File: src/rtl/serial_pair_decoder.sv
`timescale 1ns/1ps
module serial_pair_decoder #(
  parameter int CPB_W = 16,
  parameter int VAL_W = 9
) (
  input  logic             clk,
  input  logic             rst_n,
  input  logic             line_rx,
  input  logic             line_tx,
  input  logic [CPB_W-1:0] cfg_cpb,
  input  logic [3:0]       cfg_nbits,
  input  logic [2:0]       cfg_parity,
  input  logic             cfg_msb_first,
  input  logic             ev_ready,
  output logic             ev_valid,
  output logic [2:0]       ev_kind,
  output logic             ev_chan,
  output logic [VAL_W-1:0] ev_value
);

  localparam int NCH = 2;

  typedef enum logic [2:0] {PH_IDLE, PH_START, PH_DATA, PH_PAR, PH_STOP} phase_t;

  logic [NCH-1:0]   line_in, fire, pend, pop;
  logic [2:0]       fire_kind [NCH];
  logic [VAL_W-1:0] fire_val  [NCH];
  logic [2:0]       pend_kind [NCH];
  logic [VAL_W-1:0] pend_val  [NCH];
  logic [CPB_W-1:0] half_m1, full_m1;
  logic [3:0]       last_idx;
  logic             hold_tx;

  assign line_in  = {line_tx, line_rx};
  assign half_m1  = (cfg_cpb >> 1) - 1'b1;
  assign full_m1  = cfg_cpb - 1'b1;
  assign last_idx = cfg_nbits - 4'd1;

  for (genvar g = 0; g < NCH; g++) begin : g_ch
    logic             s1, s2, prev;
    logic [1:0]       warm;
    phase_t           ph;
    logic [CPB_W-1:0] cnt;
    logic [3:0]       idx;
    logic [VAL_W-1:0] sh, sh_nx;
    logic             want_p, at_ctr, f;
    logic [2:0]       fk;
    logic [VAL_W-1:0] fv;

    assign at_ctr = (ph != PH_IDLE) && (cnt == '0);

    always_comb begin
      if (cfg_msb_first) begin
        sh_nx = {sh[VAL_W-2:0], s2};
      end else begin
        sh_nx = sh >> 1;
        sh_nx[last_idx] = s2;
      end
    end

    always_comb begin
      case (cfg_parity)
        3'd1:    want_p = ~(^sh);
        3'd2:    want_p = ^sh;
        3'd3:    want_p = 1'b0;
        default: want_p = 1'b1;
      endcase
    end

    always_comb begin
      f  = 1'b0;
      fk = 3'd0;
      fv = '0;
      if (at_ctr) begin
        case (ph)
          PH_START: begin
            f  = 1'b1;
            fk = s2 ? 3'd4 : 3'd0;
            fv = VAL_W'(s2);
          end
          PH_DATA: begin
            f  = (idx == last_idx);
            fk = 3'd1;
            fv = sh_nx;
          end
          PH_PAR: begin
            f  = 1'b1;
            fk = (s2 != want_p) ? 3'd6 : 3'd2;
            fv = (s2 != want_p) ? VAL_W'({want_p, s2}) : VAL_W'(s2);
          end
          PH_STOP: begin
            f  = 1'b1;
            fk = s2 ? 3'd3 : 3'd5;
            fv = VAL_W'(s2);
          end
          default: ;
        endcase
      end
    end

    assign fire[g]      = f;
    assign fire_kind[g] = fk;
    assign fire_val[g]  = fv;

    always_ff @(posedge clk) begin
      if (!rst_n) begin
        s1   <= 1'b1;
        s2   <= 1'b1;
        prev <= 1'b1;
        warm <= '0;
        ph   <= PH_IDLE;
        cnt  <= '0;
        idx  <= '0;
        sh   <= '0;
      end else begin
        s1   <= line_in[g];
        s2   <= s1;
        prev <= s2;
        if (warm != 2'd3) warm <= warm + 2'd1;
        if (ph == PH_IDLE) begin
          if (warm == 2'd3 && prev && !s2) begin
            ph  <= PH_START;
            cnt <= half_m1;
          end
        end else if (cnt != '0) begin
          cnt <= cnt - 1'b1;
        end else begin
          cnt <= full_m1;
          case (ph)
            PH_START: begin
              ph  <= PH_DATA;
              idx <= '0;
              sh  <= '0;
            end
            PH_DATA: begin
              sh <= sh_nx;
              if (idx == last_idx) ph <= (cfg_parity == 3'd0) ? PH_STOP : PH_PAR;
              else idx <= idx + 4'd1;
            end
            PH_PAR:  ph <= PH_STOP;
            default: ph <= PH_IDLE;
          endcase
        end
      end
    end

    p_no_overwrite_r11: assert property (@(posedge clk) disable iff (!rst_n)
      pend[g] && !pop[g] |-> !fire[g]);
  end

  assign ev_valid = |pend;
  assign ev_chan  = pend[1] && (hold_tx || !pend[0]);
  assign ev_kind  = pend_kind[ev_chan];
  assign ev_value = pend_val[ev_chan];
  assign pop[0]   = ev_ready && pend[0] && !ev_chan;
  assign pop[1]   = ev_ready && ev_chan;

  always_ff @(posedge clk) begin
    if (!rst_n) begin
      pend    <= '0;
      hold_tx <= 1'b0;
      for (int c = 0; c < NCH; c++) begin
        pend_kind[c] <= '0;
        pend_val[c]  <= '0;
      end
    end else begin
      hold_tx <= ev_valid && !ev_ready && ev_chan;
      for (int c = 0; c < NCH; c++) begin
        if (fire[c]) begin
          pend[c]      <= 1'b1;
          pend_kind[c] <= fire_kind[c];
          pend_val[c]  <= fire_val[c];
        end else if (pop[c]) begin
          pend[c] <= 1'b0;
        end
      end
    end
  end

  p_cfg_legal_r2: assert property (@(posedge clk) disable iff (!rst_n)
    cfg_cpb >= CPB_W'(4) && cfg_nbits >= 4'd5 && cfg_nbits <= 4'd9 && cfg_parity <= 3'd4);

  p_data_width_r3: assert property (@(posedge clk) disable iff (!rst_n)
    ev_valid && ev_kind == 3'd1 |-> (ev_value >> cfg_nbits) == '0);

  p_perr_form_r5: assert property (@(posedge clk) disable iff (!rst_n)
    ev_valid && ev_kind == 3'd6 |-> (ev_value[1] != ev_value[0]) && (ev_value >> 2) == '0);

  p_kind_code_r9: assert property (@(posedge clk) disable iff (!rst_n)
    ev_valid |-> ev_kind <= 3'd6);

  p_hold_r10: assert property (@(posedge clk) disable iff (!rst_n)
    ev_valid && !ev_ready |=> ev_valid && $stable(ev_kind) && $stable(ev_chan) && $stable(ev_value));

  p_rx_first_r11: assert property (@(posedge clk) disable iff (!rst_n)
    fire[0] && fire[1] |=> ev_valid && !ev_chan && pend[1]);

endmodule

File: config.mk
export PLATFORM = sky130hd
export DESIGN_NAME = serial_pair_decoder
export DESIGN_NICKNAME = d
export VERILOG_FILES = /design/src/rtl/serial_pair_decoder.sv
export SDC_FILE = /design/constraint.sdc
export NUM_CORES = 1
export LEC_CHECK = 0
export BUFFER_PORTS_ARGS = -buffer_cell sky130_fd_sc_hd__buf_2
export CORE_UTILIZATION = 60
export CTS_BUF_LIST = sky130_fd_sc_hd__clkbuf_16
export DETAILED_ROUTE_END_ITERATION = 8
export GPL_TIMING_DRIVEN = 0
export PLACE_DENSITY = 0.79
export SYNTH_ARGS = -nofsm -noshare
export SYNTH_HDL_FRONTEND = slang
export SYNTH_SLANG_ARGS = --single-unit
File: constraint.sdc
create_clock -name clk -period 9.9 [get_ports clk]
set_input_delay 2.475 -clock clk [delete_from_list [all_inputs] [get_ports clk]]
set_output_delay 2.475 -clock clk [all_outputs]
set_load 0.03 [all_outputs]
==> run metrics <==
slowest stage cell, crit path o31ai_1; WL/cell 21.9 um; area delta synth->final 9.32%; Netlist cell types 85; synthesis-stage register bit count 101; Final setup viols 0; number of synthesized flops with an enable pin 24; TritonCTS clock tree done; status complete, no violations; vias in the first global route 6881; TNS Setup 0 ns; first-pass GRT wire length 35900 um; dominant cell type by area after synthesis dfxtp_1; Overflow after GRT 0; worst vdd ir 0.422 mV; crit-path max cell delay 0.86 ns; most frequent cell after synthesis dfxtp_1; Hold WS 0.408 ns; Setup CP Type primary input to flip-flop; DRT Pass-1 Iters 5; Worst R2R Path Depth 6; routed wire length 23300 um; PwrDens 336 mW/mm2; CP startpoint cfg_nbits[0]; Mapped Cells 860; Synth top area share 0.210; ANT cells 0; Starting DRT DRC Count 670; Ys Warns 0; H-tree depth 3; Hold Path End g_ch[0].s2$_SDFF_PN1_; Min-Delay Startpoint g_ch[0].s1$_SDFF_PN1_; design area 0.00804 mm2; ys flop type dfxtp_1; hold_buf cts 0; Rel. slew slack 0.132; GRT Total Usage 0.370; Filler cells 1024; R2R Setup Slk 6.59 ns; worst min path class flip-flop to flip-flop; CP max FO 10; Root Driver clkbuf_16; Max Clock Freq 193 MHz; Worst-path clk slew 0.08 ns; reg2reg end pend_val[1][6]$_SDFFCE_PN0P_; Worst Setup Start Kind primary input; CTS Buffer Depth 2; antenna violations before repair 0; Multi-input gate area 0.00472 mm2; synth top area cells dfxtp_1, edfxtp_1, xnor2_1; Slew Viols, Final 0; cell breakdown of the critical path buf_2 > buf_2 > inv_1 > ha_1 > buf_2 > o31ai_1 > a31oi_1 > mux2_2 > a221oi_2; Final ANT Viol Nets 0; most instantiated cells after synthesis dfxtp_1, nand2_1, nor2_1; sequential fraction of the synthesis area 0.308; worst hold path cell count 1; die height 113 um; port bufs 37; via count 7297; Final Cycle Share 0.522; Reg-to-Reg Start g_ch[1].cnt[7]$_SDFFE_PN0P_; full die area 0.0127 mm2; min cycle time layout 5.17 ns; DRC Markers 0; Non-Filler Instances 1061; Critical Path Sink Type flip-flop; DP HPWL 17500 um; Final Hold Viols 0; Worst-Margin Slew 1.28 ns; initial core utilization 0.615; WP data required 10.06 ns; syn avg cell area 8.55 um2; ys async rst share 0; Top cell by count, worst path buf_2; Max-cap violations 0; row cnt 40; Ports 43; Clock Skews 0.00743 ns; clock latency on the worst-skew pair 0.37 ns; vias per inst 6.88; Final nets 955; mapped cell area 0.00735 mm2; leakage 2.95 nW; RePlAce Congestion 0.989; FF/Latch Area 0.00226 mm2; layout cells sized above 1 0.126; Worst EP arrival 5.33 ns; CTS buffer count 9; Post-CTS Setup Inserts 0; RSZ-0062 raised after global routing false; Post-DP Area 0.00773 mm2; cts repair resizes 0; total core area 0.0120 mm2; Inst Count DP 1045; largest net degree at the start of global routing 22; Final Util 0.672; Synth Net Count 906; clk sinks 101; die width 113 um
[cells by family after synthesis]
group,synth area share
simple gates,0.239
compound gates,0.231
flops,0.308
buf+inv,0.0509
xor+xnor,0.0873
mux,0.0556
fa+ha+maj,0.0289
[report_power, final]
group	switching (mW)	internal (mW)	leakage, nW
Combinational	1.14	0.632	1.92
Clock	0.190	0.183	0.152
Sequential	0.0716	0.488	0.872
[routing by layer]
layer | global-route usage | up-vias | share of wire
li1 | - | 3338 | -
met1 | 0.430 | 3460 | 0.38
met2 | 0.644 | 407 | 0.49
met3 | 0.0568 | 92 | 0.078
met4 | 0.226 | 0 | 0.057
met5 | 0 | - | 0
[metrics by stage]
step / power, mW / setup slack, ns
5_1_grt: 2.84 / 4.65
4_1_cts: 2.65 / 4.82
3_5_place_dp: 2.27 / 4.46
2_1_floorplan: 1.84 / 4.47
3_3_place_gp: 2.24 / 3.67
6_report: 2.70 / 4.73
[how the worst max path moves through the flow]
| stage | endpoint | slack, ns | cells after the start |
|---|---|---|---|
| finish | pend_val[0][0]$_SDFFCE_PN0P_ | 4.73 | 9 |
| global route | pend_val[1][4]$_SDFFCE_PN0P_ | 4.65 | 11 |
| CTS | pend_val[1][4]$_SDFFCE_PN0P_ | 4.82 | 11 |
| detailed placement | pend_val[1][5]$_SDFFCE_PN0P_ | 4.46 | 11 |
| global placement | pend_val[0][3]$_SDFFCE_PN0P_ | 3.67 | 10 |
| floorplan | pend_kind[0][0]$_SDFFCE_PN0P_ | 4.47 | 9 |
[worst max-delay path, delay by kind of cell]
kind / cells / cell delay, ns
AO/OA/AOI/OAI: 3 / 1.64
buffers and inverters: 4 / 0.59
multiplexers: 1 / 0.42
adder cells (fa/ha/maj): 1 / 0.20
[layout by cell type, fill, tap and decap left out, types with 6 or more instances in the layout]
master / n
a211o_1: 6
a211oi_1: 21
a211oi_2: 8
a21boi_0: 7
a21oi_1: 30
a311o_1: 6
a32o_1: 6
and3_1: 7
buf_2: 45
clkbuf_1: 47
clkbuf_16: 9
dfxtp_1: 77
edfxtp_1: 24
ha_1: 17
inv_1: 25
mux2_2: 15
mux2i_1: 24
nand2_1: 72
nand2b_1: 21
nand3_1: 38
nand3b_1: 6
nand4_1: 18
nor2_1: 60
nor2b_1: 6
nor3_1: 32
nor3b_1: 8
nor4_1: 12
o211ai_1: 16
o21a_1: 12
o21ai_0: 23
o31ai_1: 6
o32ai_1: 11
or3_1: 12
xnor2_1: 43
xor2_1: 20
[layout make-up]
type,instances,area share
clock buffers,9,0.0280
clock inverters,7,0.0104
flip-flops and latches,101,0.281
repair buffers,38,0.0240
well taps,147,0.0229
plain buffers,64,0.0349
multi-input cells,670,0.587
inverters,25,0.0117
[registers in the layout (all words and copies together) (netlist names)]
| name | cells |
|---|---|
| g_ch.cnt | 32 |
| g_ch.idx | 8 |
| g_ch.ph | 6 |
| g_ch.prev | 2 |
| g_ch.s1 | 2 |
| g_ch.s2 | 2 |
| g_ch.sh | 18 |
| g_ch.warm | 4 |
| hold_tx | 1 |
| pend | 2 |
| pend_kind | 6 |
| pend_val | 18 |
Power figures use the tool's default switching activity.
